--- src/rtl/cq_pkg.sv ---
`timescale 1ns/1ps
package cq_pkg;

    typedef enum logic [2:0] {
        ST_IDLE,
        ST_DMA_HALT,
        ST_CTL_RST,
        ST_REG_WR,
        ST_KEY_CLR,
        ST_DONE
    } cq_state_e;

    // Zeroing order of the configuration registers (select bit index).
    localparam int unsigned CQ_REG_MODE     = 0;
    localparam int unsigned CQ_REG_LEN_LO   = 1;
    localparam int unsigned CQ_REG_LEN_HI   = 2;
    localparam int unsigned CQ_REG_AUTH_LEN = 3;
    localparam int unsigned CQ_NUM_REGS     = 4;

endpackage

--- src/rtl/cq_ack_timer.sv ---
`timescale 1ns/1ps
// Counts cycles spent waiting for the DMA stop acknowledge.
module cq_ack_timer #(
    parameter int unsigned TMO_CYCLES = 255
) (
    input  logic clk,
    input  logic rst_n,
    input  logic run_i,
    output logic expire_o
);
    localparam int unsigned CW = $clog2(TMO_CYCLES + 1);
    localparam logic [CW-1:0] LAST = CW'(TMO_CYCLES - 1);

    logic [CW-1:0] cnt_q;

    always_ff @(posedge clk or negedge rst_n) begin
        if (!rst_n) begin
            cnt_q <= '0;
        end else if (!run_i) begin
            cnt_q <= '0;
        end else if (cnt_q != LAST) begin
            cnt_q <= cnt_q + 1'b1;
        end
    end

    assign expire_o = run_i && (cnt_q == LAST);

endmodule

--- src/rtl/cq_reg_walker.sv ---
`timescale 1ns/1ps
// Steps through the register list, one register per cycle.
module cq_reg_walker #(
    parameter int unsigned NUM_REGS = 4
) (
    input  logic                clk,
    input  logic                rst_n,
    input  logic                step_i,
    output logic [NUM_REGS-1:0] sel_o,
    output logic                last_o
);
    localparam int unsigned IW = (NUM_REGS > 1) ? $clog2(NUM_REGS) : 1;
    localparam logic [IW-1:0] LAST_IDX = IW'(NUM_REGS - 1);

    logic [IW-1:0] idx_q;

    always_ff @(posedge clk or negedge rst_n) begin
        if (!rst_n) begin
            idx_q <= '0;
        end else if (!step_i || idx_q == LAST_IDX) begin
            idx_q <= '0;
        end else begin
            idx_q <= idx_q + 1'b1;
        end
    end

    for (genvar g = 0; g < NUM_REGS; g++) begin : g_sel
        assign sel_o[g] = step_i && (idx_q == IW'(g));
    end

    assign last_o = step_i && (idx_q == LAST_IDX);

endmodule

--- src/rtl/cq_ctrl.sv ---
`timescale 1ns/1ps
// Teardown state machine and sticky timeout flag.
module cq_ctrl
    import cq_pkg::*;
(
    input  logic      clk,
    input  logic      rst_n,
    input  logic      start_i,
    input  logic      dma_active_i,
    input  logic      dma_ack_i,
    input  logic      expire_i,
    input  logic      wr_last_i,
    output cq_state_e state_o,
    output logic      tmo_flag_o
);
    cq_state_e state_q, state_d;
    logic      accept;
    logic      timed_out;

    assign accept    = (state_q == ST_IDLE) && start_i;
    assign timed_out = (state_q == ST_DMA_HALT) && !dma_ack_i && expire_i;

    always_ff @(posedge clk or negedge rst_n) begin
        if (!rst_n) begin
            state_q <= ST_IDLE;
        end else begin
            state_q <= state_d;
        end
    end

    always_comb begin
        state_d = state_q;
        unique case (state_q)
            ST_IDLE: begin
                if (start_i) begin
                    state_d = dma_active_i ? ST_DMA_HALT : ST_CTL_RST;
                end
            end
            ST_DMA_HALT: begin
                if (dma_ack_i || expire_i) begin
                    state_d = ST_CTL_RST;
                end
            end
            ST_CTL_RST: state_d = ST_REG_WR;
            ST_REG_WR: begin
                if (wr_last_i) begin
                    state_d = ST_KEY_CLR;
                end
            end
            ST_KEY_CLR: state_d = ST_DONE;
            ST_DONE:    state_d = ST_IDLE;
            default:    state_d = ST_IDLE;
        endcase
    end

    always_ff @(posedge clk or negedge rst_n) begin
        if (!rst_n) begin
            tmo_flag_o <= 1'b0;
        end else if (accept) begin
            tmo_flag_o <= 1'b0;
        end else if (timed_out) begin
            tmo_flag_o <= 1'b1;
        end
    end

    assign state_o = state_q;

endmodule

--- src/rtl/crypto_quiesce_seq.sv ---
`timescale 1ns/1ps
module crypto_quiesce_seq
    import cq_pkg::*;
#(
    parameter int unsigned DATA_W     = 32,
    parameter int unsigned NUM_KEYS   = 8,
    parameter int unsigned TMO_CYCLES = 255
) (
    input  logic                   clk,
    input  logic                   rst_n,
    input  logic                   start_i,
    input  logic                   dma_active_i,
    input  logic                   dma_stop_ack_i,
    output logic                   dma_stop_req_o,
    output logic                   ctl_rst_o,
    output logic                   reg_wr_en_o,
    output logic [CQ_NUM_REGS-1:0] reg_wr_sel_o,
    output logic [DATA_W-1:0]      reg_wr_data_o,
    output logic [NUM_KEYS-1:0]    key_clr_o,
    output logic                   done_o,
    output logic                   dma_tmo_o
);
    cq_state_e              state;
    logic                   expire;
    logic                   wr_last;
    logic [CQ_NUM_REGS-1:0] walk_sel;

    cq_ctrl u_ctrl (
        .clk          (clk),
        .rst_n        (rst_n),
        .start_i      (start_i),
        .dma_active_i (dma_active_i),
        .dma_ack_i    (dma_stop_ack_i),
        .expire_i     (expire),
        .wr_last_i    (wr_last),
        .state_o      (state),
        .tmo_flag_o   (dma_tmo_o)
    );

    cq_ack_timer #(.TMO_CYCLES(TMO_CYCLES)) u_timer (
        .clk      (clk),
        .rst_n    (rst_n),
        .run_i    (state == ST_DMA_HALT),
        .expire_o (expire)
    );

    cq_reg_walker #(.NUM_REGS(CQ_NUM_REGS)) u_walk (
        .clk    (clk),
        .rst_n  (rst_n),
        .step_i (state == ST_REG_WR),
        .sel_o  (walk_sel),
        .last_o (wr_last)
    );

    // Moore outputs: one distinct pattern per state.
    always_comb begin
        dma_stop_req_o = 1'b0;
        ctl_rst_o      = 1'b0;
        reg_wr_en_o    = 1'b0;
        reg_wr_sel_o   = '0;
        key_clr_o      = '0;
        done_o         = 1'b0;
        unique case (state)
            ST_IDLE:     ;
            ST_DMA_HALT: dma_stop_req_o = 1'b1;
            ST_CTL_RST:  ctl_rst_o = 1'b1;
            ST_REG_WR: begin
                reg_wr_en_o  = 1'b1;
                reg_wr_sel_o = walk_sel;
            end
            ST_KEY_CLR:  key_clr_o = '1;
            ST_DONE:     done_o = 1'b1;
            default:     ;
        endcase
    end

    assign reg_wr_data_o = '0;

endmodule

--- config.mk ---
export PLATFORM = sky130hd
export DESIGN_NAME = crypto_quiesce_seq
export DESIGN_NICKNAME = d
export VERILOG_FILES = /design/src/rtl/cq_pkg.sv /design/src/rtl/cq_ack_timer.sv /design/src/rtl/cq_reg_walker.sv /design/src/rtl/cq_ctrl.sv /design/src/rtl/crypto_quiesce_seq.sv
export SDC_FILE = /design/constraint.sdc
export NUM_CORES = 1
export LEC_CHECK = 0
export CORE_MARGIN = 4
export CORE_UTILIZATION = 45
export CTS_CLUSTER_DIAMETER = 60
export DETAILED_ROUTE_END_ITERATION = 10
export PLACE_DENSITY_LB_ADDON = 0.05
export SYNTH_ARGS = -nofsm -noshare
export SYNTH_HDL_FRONTEND = slang
export SYNTH_SLANG_ARGS = --single-unit
--- constraint.sdc ---
create_clock -name clk -period 2.8 [get_ports clk]
set_input_delay 0.56 -clock clk [delete_from_list [all_inputs] [get_ports clk]]
set_output_delay 0.56 -clock clk [all_outputs]
set_load 0.1 [all_outputs]
# Yosys cells after proc, flatten, opt, wreduce, memory -nomap -nowiden
# Cells that the tools add are included.
# Widths: inputs -> output; s select.
[word_totals]
ff_bits = 14
in_bits = 5
out_inout_bits = 49
wordCells = 52
[op_classes]
add_sub_neg = 2
eq_ne = 14
muxes = 16
reduce_logical = 16
[ops]
columns = ["operator", "n"]
rows = [
  ["$mux 8", 3],
  ["$pmux 3 s5", 1],
  ["$mux 3", 3],
  ["$add 8x1->8 const B", 1],
  ["$eq 8x8->1 const B", 1],
  ["$logic_and 1x1->1", 8],
  ["$ne 2x2->1 const B", 4],
  ["$ne 8x8->1 const B", 1],
  ["$eq 3x2->1 const B", 2],
  ["$eq 3x3->1 const B", 2],
  ["$mux 1", 6],
  ["$eq 2x2->1 const B", 2],
  ["$mux 2", 2],
  ["$mux 4", 1],
  ["$eq 3x1->1 const B", 1],
  ["$logic_not 3->1", 1],
  ["$reduce_and 3->1", 1],
  ["$add 2x1->2 const B", 1],
  ["$eq 2x1->1 const B", 1],
  ["$logic_not 1->1", 2],
  ["$logic_not 2->1", 1],
  ["$logic_or 1x1->1", 2],
  ["$reduce_bool 2->1", 1],
]

# Logic depth before layout (Yosys ltp)
[depth]
ltp_word = 5
ltp_mapped = 6
depth_no_buf = 6

# Cells and area by module
# Synthesis repeated with hierarchy kept, for this count alone.
[unflattened]
cells_unflattened = 133
area_unflattened_um2 = 1233.7
[by_module_without_submodules]
columns = ["mod", "instances", "cells_each", "area_each_um2", "seq_area_each_um2"]
rows = [
  ["cq_ack_timer", 1, 44, 454.2, 200.2],
  ["crypto_quiesce_seq", 1, 49, 382.9, 0.0],
  ["cq_ctrl", 1, 25, 230.2, 100.1],
  ["cq_reg_walker", 1, 15, 166.4, 50.0],
]

# Worst setup path after synthesis
# No wires, ideal clock.
[synth_path]
kind = "register to output"
from = "reg u_ctrl.state_q[0] (netlist: u_ctrl.state_o[0])"
to = "out key_clr_o[1]"
arrival_time_ns = 3.829
t_required_ns = 2.240
path_slack_ns = -1.589
path_stages_with_launch = 4
n_path_buf = 2
path_cell_list = "dfrtp_1 > buf_4 > nor3b_1 > buf_4"
[synth_via]
elab_chain_len = 2
[synth_lines]
columns = ["item", "line_no", "source"]
rows = [
  ["from (decl)", "cq_ctrl.sv:16", "cq_state_e state_q, state_d;"],
  ["from (signal assigned)", "cq_ctrl.sv:27", "state_q <= state_d;"],
  ["$eq 3x3->1", "crypto_quiesce_seq.sv:63", "unique case (state)"],
  ["$mux 8", "crypto_quiesce_seq.sv:63", ""],
  ["to (decl)", "crypto_quiesce_seq.sv:19", "output logic [NUM_KEYS-1:0] key_clr_o,"],
]
# Every way passes these cells.

# Final worst setup path
[layout_path]
from = "reg u_ctrl.state_q[0] (netlist: u_ctrl.state_o[0])"
to = "out reg_wr_sel_o[0]"
[layout_via]
elab_chain_len = 3
[layout_lines]
columns = ["item", "line_no", "source"]
rows = [
  ["$eq 3x2->1 *", "crypto_quiesce_seq.sv:50, crypto_quiesce_seq.sv:63", ""],
  ["$logic_and 1x1->1", "cq_reg_walker.sv:28", "assign sel_o[g] = step_i && (idx_q == IW'(g));"],
  ["$mux 4 *", "crypto_quiesce_seq.sv:63", ""],
  ["to (decl)", "crypto_quiesce_seq.sv:17", "output logic [CQ_NUM_REGS-1:0] reg_wr_sel_o,"],
]
# Mark *: on every way between the ends. The rest lies on a longest branch, timed or not.

==> impl_metrics.ini <==
[cells_and_area]
final_design_area_no_fill_sq_um = 1300
layout-drive-gt1-share_pct = 22.3
final-instance-count-excl-fill = 169
num_antenna_cells = 0
area_growth_syn_to_layout_pct = 8.57
nNetsFinal = 151
postLayoutCoreUtil_pct = 52.0

[detailed_routing]
drt_pass1_iterations = 2
remaining_drc_errors = 0
dr_total_vias = 777
ant_nets = 0
wire_per_inst_um = 11.7
post_drt_via_cell_ratio = 4.60
detail_route.iter0.violations = 6
wl_mm = 1.97

[worst_setup_path]
classification_of_the_worst_setup_path = flop to output port
worst_path_dominant_cell_family = simple AND/OR/NAND/NOR gates
worst_ep_arrival_time_ns = 1.84
critical_path.slowest_cell = sky130_fd_sc_hd__dfrtp_1
critPathMaxStageDelay_ns = 0.68
critical_path.n_buffers_inverters = 1
crit_path_cell_trace = and3b_1, and2_1, buf_12
cp.required_ns = 2.24
critical_path.startpoint_type = flop
worst-path-max-fanout = 12
end_kind = output port
regToRegSetupSlack_ns = 1.15

[yosys]
synth_top_cell_by_area = sky130_fd_sc_hd__dfrtp_1
synthesized_area_sq_um = 1200
ys_async_sr_fraction_pct = 100
synth.top_cells.by_count = 40 x sky130_fd_sc_hd__buf_4, 14 x sky130_fd_sc_hd__dfrtp_1, 6 x sky130_fd_sc_hd__ha_1, 6 x sky130_fd_sc_hd__nor2_1, 5 x sky130_fd_sc_hd__inv_1
syn_area_per_cell_sq_um = 9.50
post-synth-top-count-cell = sky130_fd_sc_hd__buf_4
synth.top_cells.by_area = sky130_fd_sc_hd__dfrtp_1 29%, sky130_fd_sc_hd__buf_4 25%, sky130_fd_sc_hd__ha_1 6.3%
synthesis.yosys.warnings = 0
synth_cells = 126
synth-edff-count = 0
synth_top_area_share_pct = 29.3
synth.ff_latch_count = 14
ys_types = 37
sequential_share_of_the_synthesized_area_pct = 29.3
synthFlopType = sky130_fd_sc_hd__dfrtp_1

[floorplan]
start_util_pct = 47.9
dieWidth_um = 59.6
placeableCoreArea_sq_um = 2500
floorplan.die_area_sq_um = 3550
design.portCount = 54
rows = 18
chipHeight_um = 59.6

[sta]
final_hold_slack_ns = 0.558
timing.final.ws_setup_ns = 0.398
final_max_slew_viols = 0
timing.fmax_mhz = 416
finalSetupViolations = 0
max_slew.worst_pin.slew_ns = 0.629
final_min_period_over_clock_period_pct = 85.8
finalCriticalPeriod_ns = 2.40
fin_tns_setup_ns = 0
slew_headroom_pct = 57.9
final_hold_viol_count = 0
final.setup_skew_ns = 0.0100
rsz0062_at_grt = no

[global_routing]
overflow_after_grt = 0
antenna_found_initial = 0
grt_max_degree = 15
track_usage_pct = 11.3
wire_length_of_the_first_global_routing_pass_mm = 3.07
number_of_global_route_vias_before_repair = 680

[cts]
cts.sinks = 14
cts_hold_repair.buffers = 0
clk_transition_reported_paths_ns = 0.09
tritoncts = built
cts_root_buffer = sky130_fd_sc_hd__clkbuf_4
insertion_delay_of_the_later_clocked_pin_in_the_worst_skew_pair_ns = 0.29
tritoncts.num_buffers = 3
cts.htree.levels = 1
ctsLongestPathBuffers = 2
cts_resized = 0
cts_setup_buffers = 0

[placement]
place_worst_setup_slack_ns = 0.689
detailedPlacementHpwl_mm = 1.63
routabilityCongestion = 0.714
post_dp_cell_area_sq_um = 1260
dp.cells = 165
port_buffers = 21

[power]
p_leak_nw = 0.643
vdd_drop_max_uv = 664
design_power_total_mw = 1.51
pwr_density_cell_nw_per_um2 = 1160

[status]
outcome = finished clean

[job]
drv.max_cap_violation_count = 0

[hold_path]
timing.hold.worst.class = flop to flop
[routing by layer]
| metal | GRT usage [%] | routed length (um) | up-vias |
|---|---|---|---|
| met5 | 0 | 0 | - |
| met4 | 3.80 | 25 | 0 |
| met3 | 2.18 | 180 | 3 |
| met2 | 19.0 | 994 | 28 |
| met1 | 14.4 | 773 | 363 |
| li1 | - | - | 383 |
[report_power, final]
group          internal [mW]  switching (mW)  leakage, nW
registers              0.241          0.0970        0.188
logic                  0.269           0.758        0.434
clock network         0.0792          0.0674       0.0210
[path summary, 6_finish.rpt]
kind / from / end / cells after the start
worst max-delay path: u_ctrl.state_o[0]$_DFFE_PN0P_ / reg_wr_sel_o[0] / 3
worst min-delay path: u_ctrl.tmo_flag_o$_DFFE_PN0P_ / u_ctrl.tmo_flag_o$_DFFE_PN0P_ / 2
worst max register to register: u_ctrl.state_o[0]$_DFFE_PN0P_ / u_ctrl.state_o[1]$_DFFE_PN0P_ / 4
worst min register to register: u_ctrl.tmo_flag_o$_DFFE_PN0P_ / u_ctrl.tmo_flag_o$_DFFE_PN0P_ / 2
max in group asynchronous: rst_n / u_walk.idx_q[1]$_DFF_PN0_ / 1
min in group asynchronous: rst_n / u_timer.cnt_q[1]$_DFFE_PN0N_ / 1
[area by class of cell]
| cell class | instances | area, sq um |
|---|---|---|
| flip-flops and latches | 14 | 350 |
| repair buffers | 21 | 230 |
| inverters | 5 | 18.8 |
| fillers | 242 | 1200 |
| multi-input cells | 95 | 627 |
| clock buffers | 4 | 36.3 |
| well taps | 30 | 37.5 |
[worst min-delay path, stage by stage (launching register included)]
cell and delay, ns:
sky130_fd_sc_hd__dfrtp_1 0.38, sky130_fd_sc_hd__a21oi_1 0.05, sky130_fd_sc_hd__nor2_1 0.10
[placed cells by master (no fill, tap or decap), drive strengths merged, types with 2 or more instances in the layout]
master         synthesis  final
a211oi                 2      2
a21oi                  3      3
a31oi                  3      3
and2                   4      4
and3                   3      3
and3b                  2      2
buf                   43     17
clkbuf                 0      4
clkdlybuf4s50          0      4
conb                   1     32
dfrtp                 14     14
ha                     6      6
inv                    5      5
nand2                  4      4
nand2b                 2      2
nand3                  3      3
nor2                   7      7
nor2b                  2      2
nor3                   4      4
nor3b                  2      2
o211ai                 2      2
o21a                   2      2
o311a                  2      2
[state kept, by name, summed over array words and instances, names as in the netlist]
signal	count
u_timer.cnt_q	8
u_walk.idx_q	2
u_ctrl.tmo_flag_o	1
u_ctrl.state_o	3
[kinds of logic (layout without fill, tap and decap cells)]
family | Yosys count | count (layout) | synth area share (%)
AOI/OAI and AO/OA | 18 | 18 | 12.4
xor gates and xnor gates | 2 | 2 | 1.46
adders and majority gates | 6 | 6 | 6.27
buffers and inverters | 48 | 30 | 29.5
DFF | 14 | 14 | 29.3
muxes | 1 | 1 | 0.836
other | 1 | 32 | 0.313
and+or+nand+nor | 36 | 36 | 20.0
(Power assumes the default switching activity.)
